`config.mk`:
```
export PLATFORM = sky130hd
export DESIGN_NAME = lsea_unit
export DESIGN_NICKNAME = d
export VERILOG_FILES = /design/src/rtl/lsea_pkg.sv /design/src/rtl/lsea_operand_sel.sv /design/src/rtl/lsea_legality.sv /design/src/rtl/lsea_addr_gen.sv /design/src/rtl/lsea_unit.sv
export SDC_FILE = /design/constraint.sdc
export NUM_CORES = 1
export LEC_CHECK = 0
export BUFFER_PORTS_ARGS = -buffer_cell sky130_fd_sc_hd__buf_4
export CAP_MARGIN = 15
export CORE_ASPECT_RATIO = 1.25
export CORE_MARGIN = 2
export CORE_UTILIZATION = 49
export DETAILED_ROUTE_END_ITERATION = 8
export PLACE_DENSITY_LB_ADDON = 0.15
export SYNTH_ARGS = -nofsm -noshare
export SYNTH_HDL_FRONTEND = slang
export SYNTH_SLANG_ARGS = --single-unit
export TNS_END_PERCENT = 30
```
`constraint.sdc`:
```
create_clock -name clk -period 5.34 [get_ports clk]
set_input_delay 0.534 -clock clk [delete_from_list [all_inputs] [get_ports clk]]
set_output_delay 0.534 -clock clk [all_outputs]
set_load 0.01 [all_outputs]
```
`src/rtl/lsea_pkg.sv`:
```
// Package: shared widths and size codes for the effective address unit.
// Assumes a 64-bit machine with 32 general registers.
package lsea_pkg;
    localparam int XLEN   = 64;
    localparam int REG_AW = 5;
    localparam int DISP_W = 34;
    localparam int SZ_W   = 2;

    typedef enum logic [SZ_W-1:0] {
        SZ_BYTE = 2'd0,
        SZ_HALF = 2'd1,
        SZ_WORD = 2'd2,
        SZ_DBL  = 2'd3
    } acc_size_e;
endpackage

```
`src/rtl/lsea_operand_sel.sv`:
```
// Module: selects base and offset for the address adder.
// Assumes the caller qualifies pcrel with the prefixed flag.
module lsea_operand_sel #(
    parameter int XLEN   = 64,
    parameter int REG_AW = 5,
    parameter int DISP_W = 34
) (
    input  logic [REG_AW-1:0] ra,
    input  logic [XLEN-1:0]   ra_val,
    input  logic [XLEN-1:0]   rb_val,
    input  logic [DISP_W-1:0] disp,
    input  logic [XLEN-1:0]   cia,
    input  logic              indexed,
    input  logic              pc_base,
    output logic [XLEN-1:0]   base,
    output logic [XLEN-1:0]   offset
);
    localparam int EXT_W = XLEN - DISP_W;

    // Base: instruction address, literal zero, or the base register.
    always_comb begin
        if (pc_base)
            base = cia;
        else if (ra == '0)
            base = '0;
        else
            base = ra_val;
    end

    // Offset: index register or sign-extended displacement.
    always_comb begin
        if (indexed)
            offset = rb_val;
        else
            offset = {{EXT_W{disp[DISP_W-1]}}, disp};
    end
endmodule

```
`src/rtl/lsea_legality.sv`:
```
// Module: decides whether a load/store form is legal.
// Assumes register specifiers come straight from the instruction fields.
module lsea_legality #(
    parameter int REG_AW = 5,
    parameter int SZ_W   = 2
) (
    input  logic              clk,
    input  logic              rst_n,
    input  logic              valid,
    input  logic [REG_AW-1:0] rt,
    input  logic [REG_AW-1:0] ra,
    input  logic              update,
    input  logic              store,
    input  logic              pc_base,
    input  logic [SZ_W-1:0]   size,
    input  logic              sign,
    output logic              illegal
);
    import lsea_pkg::*;

    logic upd_bad, pcrel_bad, sign_bad;

    // Update form: no zero base, and a load may not overwrite its own base.
    always_comb upd_bad = update && ((ra == '0) || (!store && (ra == rt)));

    // PC-relative form requires a zero base specifier.
    always_comb pcrel_bad = pc_base && (ra != '0);

    // Sign extension is only defined for halfword and word loads.
    always_comb sign_bad = sign && (store || (size == SZ_BYTE) || (size == SZ_DBL));

    // Combine the individual verdicts.
    always_comb illegal = upd_bad || pcrel_bad || sign_bad;

    assert_upd_ra0_R3: assert property (@(posedge clk) disable iff (!rst_n)
        (valid && update && (ra == '0)) |-> illegal);
    assert_upd_store_ok_R4: assert property (@(posedge clk) disable iff (!rst_n)
        (valid && update && store && (ra != '0) && !pc_base && !sign) |-> !illegal);
endmodule

```
`src/rtl/lsea_addr_gen.sv`:
```
// Module: adds base and offset and applies 32-bit truncation in narrow mode.
// Assumes wraparound arithmetic modulo 2^XLEN.
module lsea_addr_gen #(
    parameter int XLEN   = 64,
    parameter int NARROW = 32
) (
    input  logic [XLEN-1:0] base,
    input  logic [XLEN-1:0] offset,
    input  logic            narrow,
    output logic [XLEN-1:0] ea
);
    logic [XLEN-1:0] sum;

    // Full-width sum.
    always_comb sum = base + offset;

    // Zero-extend from the low half when narrow.
    always_comb begin
        if (narrow)
            ea = {{(XLEN-NARROW){1'b0}}, sum[NARROW-1:0]};
        else
            ea = sum;
    end
endmodule

```
`src/rtl/lsea_unit.sv`:
```
// Module: top of the load/store effective address unit. Combinational
// address and legality path followed by one registered output stage.
// Assumes register values are already read for the given specifiers.
module lsea_unit #(
    parameter int XLEN   = lsea_pkg::XLEN,
    parameter int REG_AW = lsea_pkg::REG_AW,
    parameter int DISP_W = lsea_pkg::DISP_W,
    parameter int SZ_W   = lsea_pkg::SZ_W
) (
    input  logic              clk,
    input  logic              rst_n,
    input  logic              in_valid,
    input  logic [REG_AW-1:0] in_rt,
    input  logic [REG_AW-1:0] in_ra,
    input  logic [XLEN-1:0]   in_ra_val,
    input  logic [XLEN-1:0]   in_rb_val,
    input  logic [DISP_W-1:0] in_disp,
    input  logic              in_indexed,
    input  logic              in_update,
    input  logic              in_store,
    input  logic              in_prefixed,
    input  logic              in_pcrel,
    input  logic [SZ_W-1:0]   in_size,
    input  logic              in_sign,
    input  logic [XLEN-1:0]   in_cia,
    input  logic              in_narrow,
    output logic              out_valid,
    output logic [XLEN-1:0]   out_ea,
    output logic [SZ_W-1:0]   out_size,
    output logic              out_signed,
    output logic              out_store,
    output logic              out_illegal,
    output logic              out_mem_req,
    output logic              out_wb_req,
    output logic [REG_AW-1:0] out_wb_reg
);
    localparam int HALF = XLEN / 2;

    logic            pc_base;
    logic [XLEN-1:0] base, offset, ea;
    logic            illegal;

    // The PC-relative bit only counts in the prefixed encoding.
    always_comb pc_base = in_prefixed && in_pcrel;

    lsea_operand_sel #(.XLEN(XLEN), .REG_AW(REG_AW), .DISP_W(DISP_W)) u_sel (
        .ra(in_ra), .ra_val(in_ra_val), .rb_val(in_rb_val), .disp(in_disp),
        .cia(in_cia), .indexed(in_indexed), .pc_base(pc_base),
        .base(base), .offset(offset)
    );

    lsea_addr_gen #(.XLEN(XLEN), .NARROW(HALF)) u_add (
        .base(base), .offset(offset), .narrow(in_narrow), .ea(ea)
    );

    lsea_legality #(.REG_AW(REG_AW), .SZ_W(SZ_W)) u_legal (
        .clk(clk), .rst_n(rst_n), .valid(in_valid), .rt(in_rt), .ra(in_ra),
        .update(in_update), .store(in_store), .pc_base(pc_base),
        .size(in_size), .sign(in_sign), .illegal(illegal)
    );

    // Control outputs: cleared by reset, qualified by valid and legality.
    always_ff @(posedge clk) begin
        if (!rst_n) begin
            out_valid   <= 1'b0;
            out_mem_req <= 1'b0;
            out_wb_req  <= 1'b0;
        end else begin
            out_valid   <= in_valid;
            out_mem_req <= in_valid && !illegal;
            out_wb_req  <= in_valid && !illegal && in_update;
        end
    end

    // Data outputs: captured every cycle, meaningful when out_valid is high.
    always_ff @(posedge clk) begin
        out_ea      <= ea;
        out_size    <= in_size;
        out_signed  <= in_sign && !illegal;
        out_store   <= in_store;
        out_illegal <= illegal;
        out_wb_reg  <= in_ra;
    end

    assert_illegal_quiet_R9: assert property (@(posedge clk) disable iff (!rst_n)
        (out_valid && out_illegal) |-> (!out_mem_req && !out_wb_req));
    assert_wb_nonzero_R3: assert property (@(posedge clk) disable iff (!rst_n)
        out_wb_req |-> (out_wb_reg != '0));
    assert_narrow_trunc_R7: assert property (@(posedge clk) disable iff (!rst_n)
        (in_valid && in_narrow) |=> (out_ea[XLEN-1:HALF] == '0));
    assert_valid_follow_R10: assert property (@(posedge clk) disable iff (!rst_n)
        in_valid |=> out_valid);
    assert_idle_follow_R10: assert property (@(posedge clk) disable iff (!rst_n)
        !in_valid |=> !out_valid);
    assert_signed_kind_R8: assert property (@(posedge clk) disable iff (!rst_n)
        (out_valid && out_signed) |-> ((out_size == 2'd1 || out_size == 2'd2) && !out_store));
endmodule

```
==> After elaboration in Yosys (flattened, before gate mapping) <==
Cells that the tools add are included.
{ "totals": {"register_bits": 77, "output_inout_bits": 77} }
{ "classes": {"add_sub_neg": 1, "eq_ne": 2, "mux": 3, "n_reduce_logical": 18} }
{ "op_table": {"columns": ["cell", "n"], "rows": [
  ["64-bit 2-to-1 mux", 3],
  ["64-bit adder", 1],
  ["1-bit logical AND", 8],
  ["5-bit equality test", 1],
  ["5-bit logical NOT", 1],
  ["1-bit logical OR", 5],
  ["5-bit nonzero test", 1],
  ["2-bit equality test (second input constant)", 1],
  ["1-bit logical NOT", 2],
  ["2-bit logical NOT", 1]
]} }

==> Longest topological paths before layout <==
Gate-level depths: netlist (run 1).
{ "logic_depth": {"ltp_word": 9, "depth_mapped": 17} }

==> Cells and area by module <==
From an unflattened synthesis (run 1), not the netlist that was laid out.
{ "unflattened": {"hier_cells": 916, "area_unflattened_um2": 7310.8} }
{ "modules_own_cells": {"columns": ["mod", "instances", "cells_each", "area_per_inst_um2"], "rows": [
  ["lsea_addr_gen", 1, 566, 3834.9],
  ["lsea_operand_sel", 1, 255, 1794.2],
  ["lsea_unit", 1, 82, 1582.8],
  ["lsea_legality", 1, 13, 98.8]
]} }

==> Least setup slack after synthesis (run 1) <==
No wires, ideal clock.
{ "synth_timing": {"path_type": "input to register", "from": "in in_indexed", "to": "reg out_ea[60]", "arrival_ns": 4.129, "t_required_ns": 5.218, "setup_slack_ns": 1.090, "stages": 14, "path_buffers": 2, "path_cell_list": "clkbuf_1 > clkbuf_1 > mux2_2 > ha_1 > fa_1 > a211oi_2 > o21ai_2 > o21a_1 > o2111ai_2 > a2111oi_2 > o2111a_2 > o2111a_2 > o2111a_1 > o311a_1"} }
{ "synth_via": {"elab_chain_len": 2} }
{ "synth_lines": {"columns": ["item", "line", "source"], "rows": [
  ["start: declaration", "lsea_unit.sv:18", "input logic in_indexed,"],
  ["64-bit 2-to-1 mux", "lsea_operand_sel.sv:32", "if (indexed)"],
  ["64-bit adder", "lsea_addr_gen.sv:15", "always_comb sum = base + offset;"],
  ["end signal: assignment", "lsea_unit.sv:77", "out_ea <= ea;"],
  ["end: declaration", "lsea_unit.sv:28", "output logic [XLEN-1:0] out_ea,"]
]} }
No other way between the ends.
A chain may end at the register's enable or synchronous reset.

==> Worst setup path after layout (run 1) <==
{ "layout_timing": {"from": "in in_prefixed", "to": "reg out_ea[60]"} }
{ "layout_via": {"elab_chain_len": 3} }
{ "layout_lines": {"columns": ["item", "line", "source"], "rows": [
  ["start: declaration", "lsea_unit.sv:21", "input logic in_prefixed,"],
  ["1-bit logical AND", "lsea_unit.sv:44", "always_comb pc_base = in_prefixed && in_pcrel;"],
  ["64-bit 2-to-1 mux", "lsea_operand_sel.sv:22", "if (pc_base)"],
  ["64-bit adder", "lsea_addr_gen.sv:15", null]
]} }
No other way between the ends.

==> results of run 1 <==
routing by layer:
layer  part of all wire, %  wire, um
met5                     0         0
met4                   5.3      1510
met3                   7.3      2080
met2                    50     14400
met1                    37     10600
logic make-up (layout without fill, tap and decap cells):
| group | after synthesis | in the layout | synth area share (%) |
|---|---|---|---|
| fa+ha+maj | 64 | 64 | 10.8 |
| flops | 77 | 77 | 20.6 |
| xor+xnor | 52 | 52 | 6.07 |
| mux | 39 | 39 | 5.86 |
| compound gates | 243 | 243 | 23.4 |
| buf+inv | 84 | 363 | 4.39 |
| simple gates | 478 | 478 | 29.0 |
per-stage QoR:
step	utilization (%)	total power, mW	cells	setup slack (ps)
3_5_place_dp	66.5	2.17	1482	928
2_1_floorplan	-	1.58	1037	1090
3_3_place_gp	66.5	2.16	1482	951
5_1_grt	68.6	2.98	1498	1040
6_report	68.6	2.84	1498	1240
4_1_cts	68.6	2.82	1498	1300
cell type report:
class	instances	area, um2
clock buffers	10	239
clock inverters	6	70.1
fillers	1351	4690
inverters	16	60.1
multi-input cells	876	5640
flip-flops and latches	77	1540
well taps	182	228
repair buffers	331	2480
placed cells by master, fill, tap and decap left out, types with 4 or more instances in the layout:
| cell type | n |
|---|---|
| nor2b_1 | 10 |
| o21a_1 | 9 |
| o21ai_0 | 27 |
| nand2b_1 | 7 |
| nand3_1 | 73 |
| o21bai_1 | 14 |
| nor2_1 | 66 |
| xor2_1 | 20 |
| clkbuf_16 | 9 |
| a21o_1 | 48 |
| a31oi_1 | 9 |
| dfxtp_1 | 77 |
| xnor2_1 | 32 |
| a221o_1 | 4 |
| a21oi_1 | 71 |
| buf_4 | 331 |
| nand4_1 | 20 |
| and3_1 | 8 |
| and2_1 | 6 |
| mux2_2 | 33 |
| nor3_1 | 15 |
| a221oi_1 | 5 |
| inv_1 | 16 |
| a21boi_0 | 4 |
| ha_1 | 63 |
| nand2_1 | 239 |
| o211ai_1 | 10 |
| o31ai_1 | 5 |
| mux2_1 | 6 |
path summary, 6_finish.rpt:
| check | to | cells past startpoint | slack [ps] | startpoint |
|---|---|---|---|---|
| worst max-delay path | out_ea[60] | 15 | 1240 | in_prefixed |
| worst min-delay path | out_size[1] | 1 | 300 | in_size[1] |
power breakdown:
group / switching, mW / total, mW / leakage [nW] / internal [mW]
Combinational: 0.779 / 1.43 / 4.46 / 0.647
Sequential: 0.0446 / 0.756 / 0.646 / 0.712
Clock: 0.274 / 0.653 / 0.142 / 0.378
Total: 1.10 / 2.84 / 5.24 / 1.74
==> run metrics, run 1 <==
area of the mapped netlist 0.00750 mm2; core area 0.0150 mm2; Yosys top cell by area dfxtp_1; FP Rows 50; Yosys top cell area share 20.6%; CTS tree done; Tcrit/Tclk final 76.7%; Initial DRT Pass Iterations 5; grt peak-use layer met2; Post-synth EDFFs 0; vias in the first global route 8616; most numerous cell in the Yosys netlist nand2_1; Worst-path clk slew 70 ps; clk root buf clkbuf_16; Die W 115 um; fraction of registers with async set/reset 0%; Crit. End Element flip-flop; Routed Antenna Nets 0; Slew @ Worst Pin 834 ps; Post-Syn Area per Cell 7.23 um2; TritonCTS buffer count 9; Nets 1623; WP data required 5650 ps; placer congestion estimate 0.976; Synth Flop Type dfxtp_1; unrepaired setup endpoints after global routing no; count of cell types in the netlist 72; DRC 0; post-CTS resize count 0; met1 Usage GRT 37.3%; Starting Density 50.2%; GR Util met3 6.26%; design area 0.0103 mm2; largest stage delay on the critical path 680 ps; Post-CTS Hold Fix Bufs 0; per-cell routed wire length 19.1 um; Total Routing Usage GR 34.4%; max reg flops 64; DP Wirelength 23500 um; most used cell along the critical path nand2_1; area of the die 0.0163 mm2; antenna violations before repair 0; Synth Instances 1037; sequential fraction of the synthesis area 20.6%; CP max-delay cell and2_2; Antenna Diode Count 0; post-route setup TNS 0 ps; delay-heaviest family, CP simple AND/OR/NAND/NOR gates; Setup crit start kind primary input; synth top area cells dfxtp_1 21%, nand2_1 12%, ha_1 11%; # IOs 325; f_max 244 MHz; H-tree depth 3; M2 GR Usage 62.5%; outcome finished clean; clock sinks 77; worst rel slew slack 44.4%; maximum buffer depth of the clock tree 2; Area Overhead vs Synth 36.8%; post-synthesis register bit count 77; max cap viols 0; critical path type in2reg; crit path max fanout 41; maximum VDD drop 0.000145 V; Synth top cells by count 241 x nand2_1, 77 x dfxtp_1, 73 x nand3_1; Placement Cell Area 0.00995 mm2; crit-path cells buf_4 -> and2_2 -> buf_4 -> nand2_1 -> nand2_1 -> ha_1 -> nand2_1 -> nor3_2 -> o211ai_1 -> and4b_1 -> a2111oi_2 -> o2111a_2 -> o2111a_2 -> o2111a_1 -> o311a_1; Synth Warn # 0; number of post-CTS setup repair buffers 0; die height 142 um; Slew Limit Fails 0; Setup Viol. Count Final 0; Leak 5.24 nW; power density over the cells 276 mW/mm2; syn nets 1349; WL final 28600 um; Initial DRC Count 393; final hold vios 0; fraction of layout instances using a drive strength above 1 31.5%; Buffers on Ports 324; worst endpoint data arrival time 4400 ps; Hold Slack 300 ps; DR vias/cell 5.82; worst hold path type in2reg; first-pass GRT wire length 43600 um; min Tclk post-route 4100 ps; largest net degree at the start of global routing 43; vias after detailed routing 8713; global route total overflow 0; Buf/Inv on CP 2
Power figures use the tool's default switching activity.
==> run 2, diff against run 1 <==
- clock period: 5.34 -> 3.9 ns (I/O delays scaled with it)
==> run 2 against run 1 <==
Net effect:
- clock power rose by 27%
- die area did not move
- wire length is 4.5% higher
- non-clock buffer count increased by 75
- hold slack got worse by 130 ps
- sequential share of layout area fell by 0.80 points
- critical endpoint unchanged
- core utilization grew 3.9 points
- flip-flop and latch count stayed put
- largest cell class unchanged
- global-route usage is 2.0 points higher
- critical path type unchanged
- combinational power rose by 48%
- critical path depth increased by 1
- cell count rose by 5.0%
==> run metrics, run 2 (synthesis gave the netlist of run 1 again) <==
Setup crit start kind primary input; post-CTS resize count 0; largest net degree at the start of global routing 43; Routed Antenna Nets 0; worst endpoint data arrival time 3810 ps; critical path type in2reg; WL final 29900 um; Crit. End Element flip-flop; crit-path cells buf_4 -> nor3_1 -> nand2_2 -> nand3_1 -> nand2_1 -> ha_1 -> fa_1 -> a211oi_2 -> o21ai_2 -> o21a_1 -> o2111ai_2 -> a2111oi_2 -> o2111a_2 -> o2111a_2 -> o2111a_1 -> o311a_1; Filler cells 1284; area of the die 0.0163 mm2; Nets 1698; Slew Limit Fails 0; f_max 279 MHz; CP max-delay cell fa_1; vias in the first global route 9144; Tcrit/Tclk final 91.8%; largest stage delay on the critical path 420 ps; TritonCTS buffer count 9; Setup Viol. Count Final 0; fraction of layout instances using a drive strength above 1 35.2%; Area Overhead vs Synth 44.5%; final hold vios 0; vias after detailed routing 9049; WP data required 4130 ps; global route total overflow 0; core area 0.0150 mm2; number of post-CTS setup repair buffers 0; Hold Path Stages 1; Post-CTS Hold Fix Bufs 0; max cap viols 0; max reg flops 64; DR vias/cell 5.75; Antenna Diode Count 0; H-tree depth 3; clk root buf clkbuf_16; Worst-path clk slew 60 ps; crit path max fanout 5; outcome finished clean; commonest cells after routing, fill and taps aside 403 x buf_4, 239 x nand2_1, 77 x dfxtp_1, 73 x nand3_1, 71 x a21oi_1; unrepaired setup endpoints after global routing no; Slew @ Worst Pin 471 ps; most common cell after layout, fill and taps aside buf_4; maximum buffer depth of the clock tree 2; worst hold path type in2reg; DRC 0; Hold Slack 168 ps; min Tclk post-route 3580 ps; DP Wirelength 25000 um; clock sinks 77; most used cell along the critical path o2111a_2; per-cell routed wire length 19.0 um; Leak 5.61 nW; Initial DRT Pass Iterations 5; post-route setup TNS 0 ps; worst rel slew slack 68.2%; Initial DRC Count 633; Starting Density 50.2%; CTS tree done; Buffers on Ports 324; die height 142 um; maximum VDD drop 0.000234 V; Total Routing Usage GR 36.4%; Hold Path Origin in_store; # IOs 325; Hold Path Sink out_store; Die W 115 um; FP Rows 50; first-pass GRT wire length 46100 um; antenna violations before repair 0; power density over the cells 369 mW/mm2; placer congestion estimate 1.01
==> run 2: per-layer routing <==
| layer | track usage (%) | share of wire [%] |
|---|---|---|
| met1 | 38.7 | 36 |
| met2 | 65.9 | 50 |
| met3 | 7.75 | 7.7 |
| met4 | 20.3 | 5.8 |
| met5 | 0 | 0 |
==> run 2: metrics by stage <==
stage	util (%)	instance area (um2)	std cells	setup WS (ps)	power, mW
2_1_floorplan	-	7500	1037	48.5	2.17
3_3_place_gp	70.6	10600	1557	67.7	3.14
3_5_place_dp	70.6	10600	1557	25.4	3.14
4_1_cts	72.5	10800	1573	352	3.97
5_1_grt	72.5	10800	1573	151	4.21
6_report	72.5	10800	1573	321	3.99
==> run 2: worst max path at each step <==
stage / slack (ps) / startpoint / endpoint / cells after the start
finish: 320 / in_ra[4] / out_ea[60] / 16
global route: 150 / in_indexed / out_ea[61] / 15
CTS: 350 / in_ra[4] / out_ea[60] / 16
detailed placement: 30 / in_ra[4] / out_ea[60] / 16
global placement: 70 / in_indexed / out_ea[60] / 14
floorplan: 50 / in_indexed / out_ea[60] / 14
==> run 2: final cells by class <==
type / instances / area (um2) / share of cell area [%]
multi-input combinational: 876 / 5640 / 52.0
timing repair buffer: 406 / 3090 / 28.5
sequential: 77 / 1540 / 14.2
clock buffer: 12 / 256 / 2.37
tap: 182 / 228 / 2.10
inverter: 16 / 60.1 / 0.554
clock inverter: 4 / 31.3 / 0.289
==> run 2: power by group <==
part / leakage, nW / switching [mW] / internal, mW
logic: 4.84 / 1.11 / 1.02
registers: 0.646 / 0.0663 / 0.975
clock network: 0.131 / 0.360 / 0.469
==> run 2: worst max-delay path: cells and delay by family <==
kind / cells / cell delay (ps)
compound gates: 9 / 2130
fa+ha+maj: 2 / 620
buf+inv: 1 / 120
simple gates: 4 / 570
==> run 3, diff against run 2 <==
- ABC_AREA: default -> 1
- CORE_UTILIZATION: 49 -> 50
- PLACE_DENSITY: default -> 0.92
- PLACE_DENSITY_LB_ADDON: 0.15 -> default
==> run 3 against run 2 <==
Net effect:
- sequential share of layout area fell by 1.6 points
- first-iteration DRC count rose by 52%
- critical path depth rose by 2
- highest routed layer unchanged
==> run metrics, run 3 <==
Routed Antenna Nets 0; FP Rows 55; clk root buf clkbuf_16; Synth top cells by count 862 x nand2_1, 323 x inv_1, 127 x nor2_1; fraction of layout instances using a drive strength above 1 18.1%; Buffers on Ports 324; Tcrit/Tclk final 80.9%; area of the mapped netlist 0.00925 mm2; DRC 0; outcome finished clean; antenna violations before repair 0; worst endpoint data arrival time 3400 ps; Synth Warn # 0; DR vias/cell 5.08; crit-path cells buf_4 -> nor2_1 -> nand4_1 -> buf_12 -> nand3_1 -> nand2_1 -> ha_1 -> nand2_1 -> nor2_1 -> nand3_1 -> nand3_1 -> nand3_1 -> nand2_1 -> nand2_1 -> nand2_1 -> nand2_1 -> inv_1 -> nor2_1; Yosys top cell by area nand2_1; worst hold path type in2reg; Initial DRT Pass Iterations 5; maximum buffer depth of the clock tree 2; # IOs 325; f_max 317 MHz; most numerous cell in the Yosys netlist nand2_1; Slew @ Worst Pin 826 ps; Hold Path Sink out_wb_reg[3]; Post-Syn Area per Cell 5.12 um2; Slew Limit Fails 0; met3 WL 2780 um; vias after detailed routing 11.9k; unrepaired setup endpoints after global routing no; Die W 126 um; crit path max fanout 66; syn nets 2117; post-synthesis register bit count 77; met2 wire length 18200 um; Buf/Inv on CP 3; vias in the first global route 11.4k; Worst-path clk slew 80 ps; Top Metal Used met4; Leak 7.89 nW; Setup crit start kind primary input; Post-synth EDFFs 0; CTS tree done; first-pass GRT wire length 57700 um; Synth Instances 1805; DP Wirelength 32000 um; Nets 2423; fraction of registers with async set/reset 0%; Yosys top cell area share 35.0%; synth top area cells nand2_1 35%, dfxtp_1 17%, inv_1 13%; Synth Flop Type dfxtp_1; WL final 37600 um; per-cell routed wire length 16.0 um; Hold Path Origin in_ra[3]; Initial DRC Count 959; sequential fraction of the synthesis area 16.7%; Overall Power 4.04 mW; final hold vios 0; Starting Density 51.1%; maximum VDD drop 0.000191 V; most common cell after layout, fill and taps aside nand2_1; min Tclk post-route 3150 ps; CP max-delay cell ha_1; max reg flops 64; TritonCTS buffer count 9; worst rel slew slack 44.9%; placer congestion estimate 1.03; Crit. End Element flip-flop; delay-heaviest family, CP simple AND/OR/NAND/NOR gates; power density over the cells 330 mW/mm2; Area Overhead vs Synth 32.1%; H-tree depth 3; most used cell along the critical path nand2_1; Post-CTS Hold Fix Bufs 0; count of cell types in the netlist 29; commonest cells after routing, fill and taps aside 861 x nand2_1, 329 x buf_4, 322 x inv_1, 127 x nor2_1, 121 x nand3_1; global route total overflow 0; met1 WL 13800 um; area of the die 0.0196 mm2; largest net degree at the start of global routing 67; number of post-CTS setup repair buffers 0; WP data required 4150 ps; post-route setup TNS 0 ps; max cap viols 0; Hold Path Stages 1; clock sinks 77; critical path type in2reg; Antenna Diode Count 0; largest stage delay on the critical path 420 ps; Setup Viol. Count Final 0; die height 156 um; core area 0.0181 mm2; post-CTS resize count 0; Total Routing Usage GR 37.7%
run 3: cell count changes after synthesis, sizes merged, moves of 11 or more:
cell / delta
a21o: -48
clkbuf: -34
inv: +308
mux2: -39
nand2: +628
nand3: +56
nor2: +75
o21ai: -26
xnor2: -31
xor2: +11
run 3: through the flow:
| step | hold slack [ps] | setup slack (ps) | instance area [um2] | utilization [%] | cells |
|---|---|---|---|---|---|
| after detailed placement | 505 | 478 | 11900 | 65.9 | 2328 |
| after global routing | 134 | 593 | 12200 | 67.5 | 2344 |
| final | 143 | 747 | 12200 | 67.5 | 2344 |
| after floorplan | 418 | 1220 | 9250 | - | 1805 |
| after CTS | 135 | 845 | 12200 | 67.5 | 2344 |
| after global placement | 506 | 459 | 11900 | 65.9 | 2328 |
run 3: how the worst max path moves through the flow:
stage	start	endpoint	slack, ps	depth (start not counted)
2_1_floorplan	in_ra[3]	out_ea[60]	1220	20
3_3_place_gp	in_ra[4]	out_ea[42]	460	18
3_5_place_dp	in_ra[4]	out_ea[42]	480	18
4_1_cts	in_ra[4]	out_ea[42]	840	18
5_1_grt	in_ra[4]	out_ea[50]	590	16
6_report	in_ra[4]	out_ea[42]	750	18
run 3: power by group:
group / internal, mW / switching, mW
Combinational: 0.844 / 1.29
Sequential: 0.964 / 0.0593
Clock: 0.448 / 0.431
run 3: cells by family (layout without fill, tap and decap cells):
logic type | Yosys count | after routing | synth area share, %
and+or+nand+nor | 1185 | 1185 | 52.0
buffers and inverters | 363 | 674 | 14.8
AOI/OAI and AO/OA | 84 | 84 | 4.78
DFF | 77 | 77 | 16.7
adders and majority gates | 64 | 64 | 8.74
xor gates and xnor gates | 32 | 32 | 3.03
run 3: area by class of cell:
class                      count  area [um2]
tap                          228         285
timing repair buffer         332        2530
sequential                    77        1540
clock buffer                   9         225
clock inverter                 7        63.8
fill                        1788        5890
inverter                     326        1220
multi-input combinational   1365        6340
run 3: metal layers:
layer	track usage, %	up-vias
met5	0	-
li1	-	6046
met4	25.5	0
met3	4.49	147
met2	68.4	604
met1	40.9	5116
